[config.mk]
export PLATFORM = sky130hd
export DESIGN_NAME = ilk_issue_top
export DESIGN_NICKNAME = d
export VERILOG_FILES = /design/src/rtl/ilk_pkg.sv /design/src/rtl/ilk_gap_lut.sv /design/src/rtl/ilk_pend_track.sv /design/src/rtl/ilk_src_check.sv /design/src/rtl/ilk_issue_top.sv
export SDC_FILE = /design/constraint.sdc
export NUM_CORES = 1
export LEC_CHECK = 0
export BUFFER_PORTS_ARGS = -buffer_cell sky130_fd_sc_hd__buf_2
export CAP_MARGIN = 5
export CORE_MARGIN = 8
export CORE_UTILIZATION = 40
export DETAILED_ROUTE_END_ITERATION = 16
export PLACE_DENSITY_LB_ADDON = 0.15
export SYNTH_ARGS = -nofsm -noshare
export SYNTH_HDL_FRONTEND = slang
export SYNTH_SLANG_ARGS = --single-unit
[constraint.sdc]
create_clock -name clk -period 6.5 [get_ports clk]
set_input_delay 1.3 -clock clk [delete_from_list [all_inputs] [get_ports clk]]
set_output_delay 1.3 -clock clk [all_outputs]
set_load 0.02 [all_outputs]
[src/rtl/ilk_pkg.sv]
// Package: shared class codes and sizing for the issue interlock.
// Assumes at most one instruction per cycle and a 64-entry register space.
package ilk_pkg;
    typedef enum logic [2:0] {
        CL_INT_ALU = 3'd0,
        CL_INT_LD  = 3'd1,
        CL_FP_ALU  = 3'd2,
        CL_FP_LD   = 3'd3,
        CL_FP_ST   = 3'd4,
        CL_BRANCH  = 3'd5
    } iclass_e;

    localparam int CLS_W   = 3;
    localparam int REG_W   = 6;
    localparam int NREG    = 1 << REG_W;
    localparam int MAX_GAP = 3;
    localparam int AGE_W   = $clog2(MAX_GAP + 2);

    // True when an instruction of this class produces a register result.
    function automatic logic cls_writes(input logic [CLS_W-1:0] c);
        return (c == CL_INT_ALU) || (c == CL_INT_LD) ||
               (c == CL_FP_ALU)  || (c == CL_FP_LD);
    endfunction
endpackage

[src/rtl/ilk_gap_lut.sv]
// Latency lookup: gives the number of intervening cycles a consumer needs
// after a producer of class prod_cls. store_data selects the shorter
// distances that apply to a store's data operand.
module ilk_gap_lut
    import ilk_pkg::*;
(
    input  logic [CLS_W-1:0] prod_cls,
    input  logic             store_data,
    output logic [AGE_W-1:0] gap
);
    // Pick the distance from the producer class and the consumer role.
    always_comb begin
        unique case (prod_cls)
            CL_FP_ALU: gap = store_data ? AGE_W'(2) : AGE_W'(3);
            CL_FP_LD:  gap = store_data ? AGE_W'(0) : AGE_W'(1);
            CL_INT_LD: gap = AGE_W'(1);
            default:   gap = AGE_W'(0);
        endcase
    end
endmodule

[src/rtl/ilk_pend_track.sv]
// Pending-result tracker: one entry per register holding the producer
// class and its age in cycles since issue. An age of 1 means the producer
// issued on the previous edge. An entry drops once its age passes the
// largest distance any class can need. A new write replaces an old entry.
// Assumes the caller never writes index 0.
module ilk_pend_track
    import ilk_pkg::*;
#(
    parameter int N   = NREG,
    parameter int IDW = REG_W
) (
    input  logic                       clk,
    input  logic                       rst_n,
    input  logic                       wr_en,
    input  logic [IDW-1:0]             wr_idx,
    input  logic [CLS_W-1:0]           wr_cls,
    output logic [N-1:0]               pend_v,
    output logic [N-1:0][CLS_W-1:0]    pend_cls,
    output logic [N-1:0][AGE_W-1:0]    pend_age
);
    for (genvar r = 0; r < N; r++) begin : g_ent
        logic hit;
        assign hit = wr_en && (wr_idx == IDW'(r));

        // Entry r: load on write, otherwise age and retire.
        always_ff @(posedge clk) begin
            if (!rst_n) begin
                pend_v[r]   <= 1'b0;
                pend_cls[r] <= '0;
                pend_age[r] <= '0;
            end else if (hit) begin
                pend_v[r]   <= 1'b1;
                pend_cls[r] <= wr_cls;
                pend_age[r] <= AGE_W'(1);
            end else if (pend_v[r]) begin
                if (pend_age[r] >= AGE_W'(MAX_GAP)) begin
                    pend_v[r] <= 1'b0;
                end else begin
                    pend_age[r] <= pend_age[r] + AGE_W'(1);
                end
            end
        end
    end
endmodule

[src/rtl/ilk_src_check.sv]
// Source hazard check: looks up the pending entry for one source register
// and reports whether the required distance has not yet passed.
// Index 0 and unused sources never block.
module ilk_src_check
    import ilk_pkg::*;
#(
    parameter int N   = NREG,
    parameter int IDW = REG_W
) (
    input  logic                    src_v,
    input  logic [IDW-1:0]          src_idx,
    input  logic                    store_data,
    input  logic [N-1:0]            pend_v,
    input  logic [N-1:0][CLS_W-1:0] pend_cls,
    input  logic [N-1:0][AGE_W-1:0] pend_age,
    output logic                    blocked
);
    logic [AGE_W-1:0] need;
    logic             live;

    ilk_gap_lut u_lut (
        .prod_cls   (pend_cls[src_idx]),
        .store_data (store_data),
        .gap        (need)
    );

    // The source counts only when used, nonzero and tracked.
    always_comb live = src_v && (src_idx != '0) && pend_v[src_idx];

    // Block while the age has not yet exceeded the required distance.
    always_comb blocked = live && (pend_age[src_idx] <= need);
endmodule

[src/rtl/ilk_issue_top.sv]
// In-order issue interlock: issues the presented instruction when no
// source is blocked, and otherwise stalls it (one bubble per cycle).
// Assumes upstream holds the instruction stable while stall is high.
module ilk_issue_top
    import ilk_pkg::*;
(
    input  logic             clk,
    input  logic             rst_n,
    input  logic             in_valid,
    input  logic [2:0]       in_class,
    input  logic [5:0]       in_dst,
    input  logic             in_dst_we,
    input  logic [5:0]       in_src0,
    input  logic             in_src0_v,
    input  logic [5:0]       in_src1,
    input  logic             in_src1_v,
    output logic             issue,
    output logic             stall
);
    localparam int NSRC = 2;

    logic [NREG-1:0]            pend_v;
    logic [NREG-1:0][CLS_W-1:0] pend_cls;
    logic [NREG-1:0][AGE_W-1:0] pend_age;
    logic [NSRC-1:0]            blk;
    logic [NSRC-1:0][REG_W-1:0] s_idx;
    logic [NSRC-1:0]            s_v;
    logic                       hazard;
    logic                       wr_en;

    assign s_idx = {in_src1, in_src0};
    assign s_v   = {in_src1_v, in_src0_v};

    for (genvar s = 0; s < NSRC; s++) begin : g_src
        logic sd;
        // Only src1 of a store is the data operand.
        assign sd = (s == 1) && (in_class == CL_FP_ST);
        ilk_src_check u_chk (
            .src_v      (s_v[s]),
            .src_idx    (s_idx[s]),
            .store_data (sd),
            .pend_v     (pend_v),
            .pend_cls   (pend_cls),
            .pend_age   (pend_age),
            .blocked    (blk[s])
        );
    end

    // Combine the source checks into the issue decision.
    always_comb begin
        hazard = |blk;
        issue  = in_valid && !hazard;
        stall  = in_valid && hazard;
    end

    // Record a result only for an issued, writing class with a nonzero target.
    always_comb wr_en = issue && in_dst_we && cls_writes(in_class) && (in_dst != '0);

    ilk_pend_track u_trk (
        .clk      (clk),
        .rst_n    (rst_n),
        .wr_en    (wr_en),
        .wr_idx   (in_dst),
        .wr_cls   (in_class),
        .pend_v   (pend_v),
        .pend_cls (pend_cls),
        .pend_age (pend_age)
    );
endmodule

==> flow_summary.ini, run 1 <==
[worst_setup_path]
critPathSlowestCell = mux4_2
reg2reg_depth = 15
critPathRequiredTime_ps = 5200
path_depth = 16
cp-startpoint = in_src1[0]
crit_top_cell = a21oi_1
r2r-start = u_trk.pend_age[139]$_SDFFE_PP0P_
max_stage_delay_ps = 490
rr_endpoint = u_trk.pend_cls[27]$_SDFFE_PN0P_
critPathCaptureType = output port
crit_chain = buf_6 > buf_12 > buf_4 > mux4_2 > a21oi_1 > a21oi_1 > o211ai_1 > o21ai_0 > ha_1 > a21oi_1 > a21oi_1 > nor4_1 > and4bb_2 > a22oi_4 > and2_1 > buf_2
worstPathArrival_ps = 5050
crit_family = compound AO/OA/AOI/OAI gates
cp_max_fo = 25
start_kind = input pin
crit_end = issue
cp.buffers_inverters = 4
crit_type = input pin to output port
r2r_slack_ps = 2090

[logic_synthesis]
async_flop_share = 0
synthDistinctLibCells = 66
synth-seq-cells = 448
synth.area.mux_share = 0.2649
ys_warn_count = 0
synth_nets = 2619
synth_edf_count = 0
synth_xor_area_frac = 0.02165
ys_seq_area_frac = 0.3464
synth_compound_area_frac = 0.07707
synthAdderAreaFrac = 0.06378
synth_cells = 2460
synth_top_family_by_area = multiplexers
syn_area_per_cell_um2 = 10.53
synth_area_um2 = 25890
ys.flop_type = dfxtp_1
synthSimpleGateAreaFrac = 0.1774

[timing]
min_period_over_period = 0.9769
worst_pin_slew_ps = 1227
fin_crit_ps = 6350
grt_setup_unrepaired = no
slew_violations = 0
relSlewSlack = 0.1791
hold_violations = 0
final.setup.tns_ps = 0
max_freq_ghz = 0.1575
finClkSkew_ps = 21.50
setup_viol = 0
setup_ws_ps = 150.2

[pwr]
p_leak_nw = 11.60
p_per_area_nw_per_um2 = 216.3
vdd_drop_max_mv = 0.1670

[global_route]
antenna_found_initial = 6
grt_pass1_vias = 19265
grt_pass1_wl_um = 118700
grt_max_degree = 181
grt-ovfl-total = 0
grt_use_total = 0.2058

[worst_hold_path]
hp-class = flip-flop to flip-flop
min_from = u_trk.pend_cls[20]$_SDFFE_PN0P_

[cts]
cts_made_buffers = 52
cts_resized = 0
clkLatencyLatePin_ps = 610
cts_root_buf = clkbuf_16
clk_pin_slew_ps = 60
clock_path_buffers = 3
post-cts-setup-buffers = 0
cts_tree = done
cts.sinks = 448
postCtsHoldBufs = 0
cts.htree.levels = 2

[outcome]
status = complete, no violations

[placed_design]
placed_cells = 3229
dpl.hpwl_um = 54720
gp_congestion = 0.8824
place_area_um2 = 26920
numPortBuffers = 28
dp_worst_setup_slack_ps = 180.7

[floorplan]
initial_core_util = 0.4031
dieWidth_um = 270.4
coreArea_um2 = 64230
io_pins = 29
placementRows = 93
die-area_um2 = 73130
die_h_um = 270.4

[detailed_routing]
drc = 0
routed_via_density = 5.832
wirelength_um = 76640
ant_nets = 0
wl_per_cell_um = 23.06
vias = 19386
firstDrtPassIters = 5
initialDrtViolationCount = 1340

[flow_run]
cap_violations = 0

[cells_and_area]
fin_cells = 3324
diodes = 0
nets = 2587
areaGrowthSynthToFinish_pct = 10.80
design_area_um2 = 28690
drive_gt1_frac = 0.1997
## cells in the mapped netlist, types with 11 or more instances
cell        n  area [um2]
ha_1      132        1652
nand2b_1   34       212.7
nor2b_1    20       125.1
o21ai_0    57       285.3
mux2_2     54       608.1
inv_1     113       424.2
nand2_1   216       810.8
nand4_1    36       225.2
nand3b_1   71       533.0
a21boi_1   90       675.7
clkbuf_1   78       292.8
buf_1      18       67.56
a21oi_1    29       145.1
nor2_1    149       559.3
o21a_1     34       255.2
buf_4      11       82.58
xor2_1     21       183.9
buf_2      55       275.3
xnor2_1    43       376.6
nand3_2    36       360.4
nor3b_1    42       315.3
mux2i_1   170        1702
dfxtp_1   448        8969
mux4_2    202        4549
and3_1    150       938.4
## registers in the layout, summed over array words and instances (netlist names)
register        cells
u_trk.pend_age    192
u_trk.pend_cls    192
u_trk.pend_v       64
## area by class of cell
cell class              instances  area [um2]
clock buffers                  74        1525
clock inverters                21       247.7
fillers                      6013       35540
inverters                     116       435.4
multi-input cells            1725       15700
flip-flops and latches        448        8969
well taps                     855        1070
repair buffers                 85       745.7
## worst min path at each step
stage | endpoint | cells past startpoint
2_1_floorplan | u_trk.pend_cls[20]$_SDFFE_PN0P_ | 2
3_3_place_gp | u_trk.pend_cls[23]$_SDFFE_PN0P_ | 2
3_5_place_dp | u_trk.pend_cls[20]$_SDFFE_PN0P_ | 2
4_1_cts | u_trk.pend_cls[20]$_SDFFE_PN0P_ | 2
5_1_grt | u_trk.pend_cls[20]$_SDFFE_PN0P_ | 2
6_report | u_trk.pend_cls[20]$_SDFFE_PN0P_ | 2
## power by group
group,internal [mW],total (mW),switching (mW),leakage [nW]
Sequential,2.75,2.75,0.00403,3.61
Combinational,0.139,0.424,0.285,7.11
Clock,1.83,3.03,1.20,0.881
## metal layers
layer  global-route usage  share of wire  vias up
li1                     -              -     8965
met1               0.2729           0.44     9736
met2               0.3360           0.46      546
met3              0.03992          0.062      135
met4              0.06565          0.033        4
met5                    0        0.00025        -
## per-stage QoR
stage / total power [mW] / hold slack (ps) / utilization
floorplan: 3.106 / 416.3 / -
global placement: 3.234 / 428.4 / 0.4191
detailed placement: 3.237 / 429.9 / 0.4191
CTS: 6.276 / 439.0 / 0.4467
global route: 6.419 / 459.7 / 0.4467
finish: 6.207 / 439.7 / 0.4467
## cells by family (layout without fill, tap and decap cells)
family                   after synthesis  count (layout)
adder cells (fa/ha/maj)              132             132
flip-flops                           448             448
XOR/XNOR                              64              64
multiplexers                         426             426
AND/OR/NAND/NOR                      817             817
AO/OA/AOI/OAI                        286             286
buffers and inverters                287             296
## worst register-to-register path: stages, from the launching register on
cell      delay (ps)
dfxtp_1          360
mux4_2           480
mux2i_1          210
a21oi_1          120
or3_1            350
o211ai_1         240
o21ai_0          200
ha_1             340
a21oi_1           70
a21oi_1          110
nor4_1            80
and4bb_2         310
a22oi_4          250
buf_12           370
and3_1           610
mux2i_1          250
## placed cells by master (no fill, tap or decap), drive strengths merged, types with 10 or more instances in the layout
master  Yosys  layout
a21boi     92      92
a31oi      10      10
nand3b     71      71
mux2       54      54
mux4      202     202
nor3b      42      42
o21a       34      34
mux2i     170     170
nand2b     34      34
a21oi      29      29
nand2     216     216
o21ai      59      59
nor2b      20      20
dfxtp     448     448
clkinv      1      14
buf        93      85
nand4      36      36
nor2      149     149
o211a      11      11
xnor2      43      43
clkbuf     78      74
nand3      55      55
and3      150     150
xor2       21      21
inv       115     117
ha        132     132
nor3       10      10
Power figures use the tool's default switching activity.
==> run 2, diff against run 1 <==
CORE_UTILIZATION = 30   (was 40)
==> flow_summary.ini, run 2 (synthesis results as in run 1) <==
[cells_and_area]
areaGrowthSynthToFinish_pct = 13.07
nets = 2610
final_cell_mix = dfxtp_1, nand2_1, mux4_2, mux2i_1, and3_1
fin_cells = 3637
final_common_cell = dfxtp_1
drive_gt1_frac = 0.2067
nFillCells = 8595
top_regs = u_trk.pend_age: 192 flops, u_trk.pend_cls: 192 flops, u_trk.pend_v: 64 flops

[floorplan]
dieWidth_um = 309.8
io_pins = 29
initial_core_util = 0.3032
die-area_um2 = 95970
coreArea_um2 = 85410
die_h_um = 309.8
placementRows = 107

[timing]
max_freq_ghz = 0.1589
hold_violations = 0
min_period_over_period = 0.9682
relSlewSlack = 0.1335
grt_setup_unrepaired = no
setup_viol = 0
final.setup.tns_ps = 0
worst_pin_slew_ps = 1298
setup_ws_ps = 206.9
whs_ps = 446.6
finClkSkew_ps = 32.48
fin_crit_ps = 6293
slew_violations = 0

[worst_setup_path]
crit_chain = buf_6 > buf_4 > mux4_2 > mux4_2 > mux4_2 > nor2_1 > nand2_1 > ha_1 > a21oi_1 > a21oi_1 > nor2_1 > o211a_2 > a22oi_4 > and2_1 > buf_2
crit_top_cell = mux4_2
critPathRequiredTime_ps = 5200
max_stage_delay_ps = 520
crit_type = input pin to output port
worstPathArrival_ps = 4990
cp_max_fo = 23
critPathCaptureType = output port
start_kind = input pin
critPathSlowestCell = mux4_2

[pwr]
power.share.switching = 0.2467
internal_power_mw = 4.740
combPwrFrac = 0.071
p_per_area_nw_per_um2 = 214.9
power.share.clock = 0.491
switchingPower_mw = 1.552
p_leak_nw = 11.74
vdd_drop_max_mv = 0.2059
pwr-share-seq = 0.438

[placed_design]
dpl.hpwl_um = 59300
numPortBuffers = 28
dp_worst_setup_slack_ps = 199.7
placed_cells = 3538
gp_congestion = 0.8692

[detailed_routing]
ant_nets = 0
firstDrtPassIters = 6
initialDrtViolationCount = 1424
wirelength_um = 83170
drc = 0
vias = 19357
wl_per_cell_um = 22.87
routed_via_density = 5.322

[cts]
postCtsHoldBufs = 0
cts_tree = done
cts_made_buffers = 55
clk_pin_slew_ps = 70
clock_path_buffers = 3
clkLatencyLatePin_ps = 630
cts.sinks = 448
cts.htree.levels = 2
cts_root_buf = clkbuf_16

[global_route]
grt_pass1_vias = 19484
antenna_found_initial = 5
grt_use_total = 0.1709
grt_pass1_wl_um = 126000
grt-ovfl-total = 0
grt_max_degree = 190

[worst_hold_path]
hp-class = flip-flop to flip-flop

[flow_run]
cap_violations = 0

[outcome]
status = complete, no violations
## run 2: path summary, 6_finish.rpt
path	start	end	slack, ps	cells after the start
setup / recovery	in_src0[0]	issue	210	15
hold / removal	u_trk.pend_cls[167]$_SDFFE_PN0P_	u_trk.pend_cls[167]$_SDFFE_PN0P_	450	2
setup reg to reg	u_trk.pend_cls[45]$_SDFFE_PN0P_	u_trk.pend_cls[106]$_SDFFE_PN0P_	2010	14
hold reg to reg	u_trk.pend_cls[167]$_SDFFE_PN0P_	u_trk.pend_cls[167]$_SDFFE_PN0P_	450	2
## run 2: critical path: cells and delay by family
kind	cells	cell delay, ps
and+or+nand+nor	4	400
muxes	3	1520
adders and majority gates	1	280
AOI/OAI and AO/OA	4	640
buffers and inverters	3	790
## run 2: power groups by stage
stage	Sequential, mW	Combinational, mW	Clock (mW)
2_1_floorplan	2.81	0.294	0
3_3_place_gp	2.81	0.442	0
3_5_place_dp	2.81	0.445	0
4_1_cts	2.75	0.446	3.19
5_1_grt	2.75	0.469	3.30
6_report	2.75	0.446	3.09
## run 2: per-stage QoR
| stage | cell area (um2) | power (mW) | utilization |
|---|---|---|---|
| finish | 29280 | 6.292 | 0.3428 |
| global route | 29270 | 6.523 | 0.3427 |
| CTS | 29270 | 6.387 | 0.3427 |
| detailed placement | 27460 | 3.259 | 0.3215 |
| global placement | 27460 | 3.256 | 0.3215 |
| floorplan | 25890 | 3.106 | - |
## run 2: what timing repair did
item	in CTS	in global routing
endpoints found under the setup margin	0	2
gates resized for setup	0	2
buffers inserted	0	0
## run 2: metal layers
metal,vias to the layer above,share of wire,GRT usage
met5,-,0.00013,0
met4,2,0.027,0.04624
met3,109,0.043,0.02331
met2,466,0.46,0.2749
met1,9776,0.47,0.2401
li1,9004,-,-
## run 2: area by class of cell
type	instances	area, um2	area share
Sequential cell	448	8969	0.3063
Timing Repair Buffer	105	924.6	0.03158
Clock inverter	17	177.7	0.006068
Antenna cell	2	5.005	0.0001709
Tap cell	1144	1431	0.04889
Multi-Input combinational cell	1725	15700	0.5364
Clock buffer	80	1632	0.05573
Inverter	116	435.4	0.01487
